`config.mk`:
```
export PLATFORM = sky130hd
export DESIGN_NAME = burst_col_gen
export DESIGN_NICKNAME = d
export VERILOG_FILES = /design/src/rtl/burst_col_pkg.sv /design/src/rtl/burst_len_decode.sv /design/src/rtl/burst_wrap_step.sv /design/src/rtl/burst_beat_ctr.sv /design/src/rtl/burst_col_gen.sv
export SDC_FILE = /design/constraint.sdc
export NUM_CORES = 1
export LEC_CHECK = 0
export ABC_CLOCK_PERIOD_IN_PS = 1400
export CORE_ASPECT_RATIO = 0.75
export CORE_MARGIN = 5
export CORE_UTILIZATION = 45
export CTS_CLUSTER_SIZE = 24
export DETAILED_ROUTE_END_ITERATION = 6
export DONT_BUFFER_PORTS = 1
export GPL_ROUTABILITY_DRIVEN = 1
export PLACE_DENSITY = 0.67
export SETUP_SLACK_MARGIN = 0.3
export SYNTH_ARGS = -nofsm -noshare
export SYNTH_HDL_FRONTEND = slang
export SYNTH_HIERARCHICAL = 1
export SYNTH_SLANG_ARGS = --single-unit
export TNS_END_PERCENT = 5
```
`constraint.sdc`:
```
create_clock -name clk -period 1.4 [get_ports clk]
set_input_delay 0.07 -clock clk [delete_from_list [all_inputs] [get_ports clk]]
set_output_delay 0.07 -clock clk [all_outputs]
set_load 0.01 [all_outputs]
```
`src/rtl/burst_col_pkg.sv`:
```
package burst_col_pkg;

  // Length code: burst length is 2 ** code.
  typedef enum logic [1:0] {
    LEN_1 = 2'd0,
    LEN_2 = 2'd1,
    LEN_4 = 2'd2,
    LEN_8 = 2'd3
  } len_code_e;

  // Number of low wrapping bits needed for the longest length a code of
  // sel_w bits can select.
  function automatic int unsigned wrap_bits(input int unsigned sel_w);
    return (1 << sel_w) - 1;
  endfunction

endpackage

```
`src/rtl/burst_len_decode.sv`:
```
module burst_len_decode #(
  parameter int unsigned SEL_W = 2,
  parameter int unsigned LOW_W = 3
) (
  input  logic [SEL_W-1:0] len_sel,
  output logic [LOW_W-1:0] wrap_mask
);

  // Bit i of the mask is set when the length exceeds 2**i, so the mask
  // equals length-1 and also serves as the beat count minus one.
  for (genvar i = 0; i < LOW_W; i++) begin : g_mask
    assign wrap_mask[i] = (32'(len_sel) > i);
  end

  always_comb begin
    assert (wrap_mask == LOW_W'((1 << len_sel) - 1))
      else $error("assert_mask_shape_R5 length decode mismatch");
  end

endmodule

```
`src/rtl/burst_wrap_step.sv`:
```
module burst_wrap_step #(
  parameter int unsigned COL_W = 10,
  parameter int unsigned LOW_W = 3
) (
  input  logic [COL_W-1:0] cur_col,
  input  logic [LOW_W-1:0] wrap_mask,
  output logic [COL_W-1:0] next_col
);

  logic [LOW_W-1:0] low_inc;

  assign low_inc = cur_col[LOW_W-1:0] + LOW_W'(1);

  // Bits inside the mask take the incremented value, so the carry out of the
  // top masked bit is dropped; bits above the mask pass through unchanged.
  for (genvar i = 0; i < LOW_W; i++) begin : g_low
    assign next_col[i] = wrap_mask[i] ? low_inc[i] : cur_col[i];
  end

  if (COL_W > LOW_W) begin : g_upper
    assign next_col[COL_W-1:LOW_W] = cur_col[COL_W-1:LOW_W];
  end

endmodule

```
`src/rtl/burst_beat_ctr.sv`:
```
module burst_beat_ctr #(
  parameter int unsigned LOW_W = 3
) (
  input  logic             clk,
  input  logic             rst_n,
  input  logic             load,
  input  logic [LOW_W-1:0] load_val,
  input  logic             advance,
  output logic             is_last
);

  logic [LOW_W-1:0] remaining_q;

  always_ff @(posedge clk or negedge rst_n) begin
    if (!rst_n) begin
      remaining_q <= '0;
    end else if (load) begin
      remaining_q <= load_val;
    end else if (advance && remaining_q != '0) begin
      remaining_q <= remaining_q - LOW_W'(1);
    end
  end

  assign is_last = (remaining_q == '0);

  // the count only changes on a load or an accepted beat.
  assert_count_hold_R5: assert property (@(posedge clk) disable iff (!rst_n)
    (!load && !advance) |=> $stable(remaining_q))
    else $error("assert_count_hold_R5");

endmodule

```
`src/rtl/burst_col_gen.sv`:
```
module burst_col_gen #(
  parameter int unsigned COL_W = 10,
  parameter int unsigned SEL_W = 2
) (
  input  logic             clk,
  input  logic             rst_n,
  input  logic             start,
  input  logic [COL_W-1:0] start_col,
  input  logic [SEL_W-1:0] len_sel,
  input  logic             addr_ready,
  output logic [COL_W-1:0] col,
  output logic             addr_valid,
  output logic             addr_last
);

  localparam int unsigned LOW_W = burst_col_pkg::wrap_bits(SEL_W);

  logic [LOW_W-1:0] dec_mask;
  logic [LOW_W-1:0] mask_q;
  logic [COL_W-1:0] col_q;
  logic [COL_W-1:0] col_next;
  logic [COL_W-1:0] seg_mask;
  logic             active_q;
  logic             beat_done;
  logic             ctr_last;

  burst_len_decode #(.SEL_W(SEL_W), .LOW_W(LOW_W)) u_dec (
    .len_sel   (len_sel),
    .wrap_mask (dec_mask)
  );

  burst_wrap_step #(.COL_W(COL_W), .LOW_W(LOW_W)) u_step (
    .cur_col   (col_q),
    .wrap_mask (mask_q),
    .next_col  (col_next)
  );

  assign beat_done = active_q && addr_ready && !start;

  burst_beat_ctr #(.LOW_W(LOW_W)) u_ctr (
    .clk      (clk),
    .rst_n    (rst_n),
    .load     (start),
    .load_val (dec_mask),
    .advance  (beat_done),
    .is_last  (ctr_last)
  );

  always_ff @(posedge clk or negedge rst_n) begin
    if (!rst_n) begin
      active_q <= 1'b0;
      col_q    <= '0;
      mask_q   <= '0;
    end else if (start) begin
      active_q <= 1'b1;
      col_q    <= start_col;
      mask_q   <= dec_mask;
    end else if (beat_done) begin
      if (ctr_last) begin
        active_q <= 1'b0;
      end else begin
        col_q <= col_next;
      end
    end
  end

  assign col        = col_q;
  assign addr_valid = active_q;
  assign addr_last  = active_q && ctr_last;
  assign seg_mask   = COL_W'(mask_q);

  // nothing is offered before the first start.
  assert_idle_after_reset_R1: assert property (@(posedge clk) disable iff (!rst_n)
    (!addr_valid && !start) |=> !addr_valid)
    else $error("assert_idle_after_reset_R1");

  // the first beat carries the supplied column.
  assert_first_beat_R2: assert property (@(posedge clk) disable iff (!rst_n)
    start |=> (addr_valid && col == $past(start_col)))
    else $error("assert_first_beat_R2");

  // segment bits never move within a burst.
  assert_segment_fixed_R3: assert property (@(posedge clk) disable iff (!rst_n)
    (addr_valid && addr_ready && !addr_last && !start)
      |=> ((col & ~seg_mask) == ($past(col) & ~seg_mask)))
    else $error("assert_segment_fixed_R3");

  // low bits step by one modulo the length.
  assert_low_wrap_R4: assert property (@(posedge clk) disable iff (!rst_n)
    (addr_valid && addr_ready && !addr_last && !start)
      |=> ((col[LOW_W-1:0] & mask_q) ==
           (($past(col[LOW_W-1:0]) + LOW_W'(1)) & mask_q)))
    else $error("assert_low_wrap_R4");

  // the burst ends right after the final accepted beat.
  assert_burst_ends_R5: assert property (@(posedge clk) disable iff (!rst_n)
    (addr_valid && addr_ready && addr_last && !start) |=> !addr_valid)
    else $error("assert_burst_ends_R5");

  // last is only flagged on a valid beat.
  assert_last_needs_valid_R6: assert property (@(posedge clk) disable iff (!rst_n)
    addr_last |-> addr_valid)
    else $error("assert_last_needs_valid_R6");

  // back-pressure holds the beat.
  assert_stall_hold_R7: assert property (@(posedge clk) disable iff (!rst_n)
    (addr_valid && !addr_ready && !start)
      |=> (addr_valid && $stable(col) && $stable(addr_last)))
    else $error("assert_stall_hold_R7");

endmodule

```
==> metrics <==
run status=finished, violations left; failing checks=setup timing; Worst R2R Path Depth=4; Fill cells=between 200 and 250; vias per inst=about 5.4; Worst path top cell family by delay=multiplexers; Buf/Inv on CP=0; Switch Pwr=~420 uW; crit end category=flop; number of global-route vias before repair=slightly above 600; synthesis-to-finish area growth=9.00%; Max Cap Viol=0; Initial Utilization=0.461; Worst VDD drop=about 0.76 mV; via count=around 580; register area share after synthesis=0.414; period utilisation layout=1.10; initial antenna violation count=0; slew of the pin with the lowest slew margin=between 0.8 and 0.9 ns; Placer Congestion=around 0.7; fin nets=~100; area post-placement=1000 sq um; fin crit period=roughly 1.5 ns; TritonCTS Sinks=17; synth unique cells=23; Fmax=649 MHz; layout cells sized above 1=0.537; DRT antenna net count=0; worst-path fanout max=2; CTS root buffer=clkbuf_4; final std cells w/o fill=107; CTS Buffer Depth=2; IO Pins=28; H-tree depth=1; Die Wd=between 60 and 70 um; initial DRC count=6; ANT cells=0; Power Internal=about 1000 uW; Leakage=between 0.0004 and 0.0005 uW; Port Buffer Count=0; Startpoint Class=flop; # setup viols final=14; # DRC=0; Worst EP required=between 1.5 and 2 ns; P per Cell Area=around 1300 nW/um^2; DR WL/cell=around 17 um; setup bufs post-CTS=0; WS Path Type=flop to flop; CTS tree=built; Fin. Hold Viols=0; Cells after DPL=99; Slew Limit Headroom=0.455; Final Slew Violations=0; dpl hpwl=between 1 and 1.5 mm; RSZ-0062 raised after global routing=true; Worst Skew=0.00404 ns; most frequent CP cell=mux2_2; post-synth net total=a little under 100; Final Cell Area=1120 sq um; Core Box Area=approximately 2200 sq um; die area=approximately 3400 sq um; Min-Delay Path Depth=2; Netlist Area Pre-Place=1030 sq um; first-pass GRT wire length=just under 3 mm; WL final=around 1.8 mm; Worst-path clk slew=approximately 0.10 ns; Pre-Repair DR Iteration Count=4; mean post-synth cell area=~13 sq um; slowest stage delay, CP=0.39 ns; slowest CP cell=dfrtp_1; grt total ovfl=0; die height=~51 um; Tightest Hold Check Type=primary input to flop; Clock power frac=0.183; Seq pwr share=0.489; Sw Share=0.296; Total GRT Usage=0.113; Synth Instances=80; row count=15; Comb pwr share=0.328; stages on the worst setup path=4; most common cell after layout, fill and taps aside=mux2_2; most frequent cells in the layout=mux2_2 (18), dfrtp_1 (17), mux2_4 (6), dlygate4sd3_1 (4), buf_4 (4); Synthesis Warnings=6; crit-path cells=ha_1, mux2_4, mux2_2, mux2_2; final setup margin=-0.142 ns; CTS buffer count=3; #FFs+latches synth=17; largest net degree at the start of global routing=20; latest clock arrival within the worst-skew pair=slightly below 0.3 ns; crit path DAT=between 1.5 and 2 ns
==> worst reg2reg max path, cell delays in order (launching register included) <==
cell	delay, ns
dfrtp_1	0.39
ha_1	0.29
mux2_4	0.25
mux2_2	0.26
mux2_2	0.25
==> cell families (layout without fill, tap and decap cells) <==
kind of cell / Yosys count / in the layout / share of synthesized area
mux: 24 / 24 / 0.285
flops: 17 / 17 / 0.414
buf+inv: 15 / 17 / 0.113
simple gates: 14 / 14 / 0.0876
compound gates: 5 / 5 / 0.0474
fa+ha+maj: 3 / 3 / 0.0365
xor+xnor: 2 / 2 / 0.0170
==> power groups by stage <==
stage	clock network, uW	logic (uW)	registers (uW)
6_report	262	468	697
5_1_grt	297	519	712
4_1_cts	280	462	698
3_5_place_dp	0	407	709
3_3_place_gp	0	393	706
2_1_floorplan	0	376	714
==> stage by stage <==
stage	hold WS (ns)	power, uW	setup slack, ns	util	TNS [ns]
6_report	0.0495	1430	-0.142	0.502	-0.433
5_1_grt	0.0391	1530	-0.188	0.502	-1.21
4_1_cts	0.0353	1440	-0.147	0.495	-0.907
3_5_place_dp	-0.225	1120	-0.132	0.448	-1.48
3_3_place_gp	-0.225	1100	-0.120	0.448	-1.21
2_1_floorplan	-0.226	1090	-0.171	-	-1.31
==> final cells by class <==
cell class                 count  area, sq um  share of cell area
inverter                       3         11.3              0.0100
tap                           25         31.3              0.0279
clock buffer                   4         26.3              0.0234
multi-input combinational     48          534               0.477
timing repair buffer          10         92.6              0.0826
sequential                    17          425               0.379
==> per-layer routing <==
metal / up-vias / GRT usage / wire [um]
met5: - / 0 / 0
met4: 0 / 0.0103 / 8
met3: 2 / 0.0462 / 106
met2: 15 / 0.183 / 842
met1: 287 / 0.147 / 826
li1: 277 / - / -
==> state kept, by name, summed over array words and instances (netlist names) <==
register,cells
mask_q,3
u_ctr/remaining_q,3
col,10
addr_valid,1
==> Yosys cell counts <==
cell type / count / share of area
nor2_1: 1 / 0.0036
and2b_4: 1 / 0.0097
a21o_2: 1 / 0.0085
nor4b_1: 3 / 0.026
buf_8: 1 / 0.015
nor2b_1: 2 / 0.012
xor2_1: 1 / 0.0085
and2_1: 1 / 0.0061
mux2_2: 18 / 0.20
o21ba_2: 1 / 0.0097
buf_6: 3 / 0.033
nand2b_1: 1 / 0.0061
xnor2_1: 1 / 0.0085
and2_2: 1 / 0.0073
nand2_1: 3 / 0.011
dfrtp_1: 17 / 0.41
buf_4: 7 / 0.051
or2_1: 1 / 0.0061
clkbuf_1: 1 / 0.0036
inv_1: 3 / 0.011
ha_1: 3 / 0.037
mux2_4: 6 / 0.088
a221o_1: 3 / 0.029
==> path summary, 6_finish.rpt <==
kind | slack (ns) | from | endpoint
worst max-delay path | -0.14 | col[1] | col[1]
worst min-delay path | 0.05 | start_col[9] | col[9]
worst max register to register | -0.14 | col[1] | col[1]
worst min register to register | 0.52 | mask_q[2] | mask_q[2]
max in group asynchronous | 0.58 | rst_n | mask_q[1]
min in group asynchronous | 0.31 | rst_n | u_ctr/remaining_q[0]
==> what timing repair did <==
action	CTS	global route
hold endpoints to repair	24	0
pin swaps	3	2
hold buffers	4	0
endpoints found under the setup margin	15	15
gates resized for setup	8	4
No activity file was read; power rests on OpenSTA's default activity.
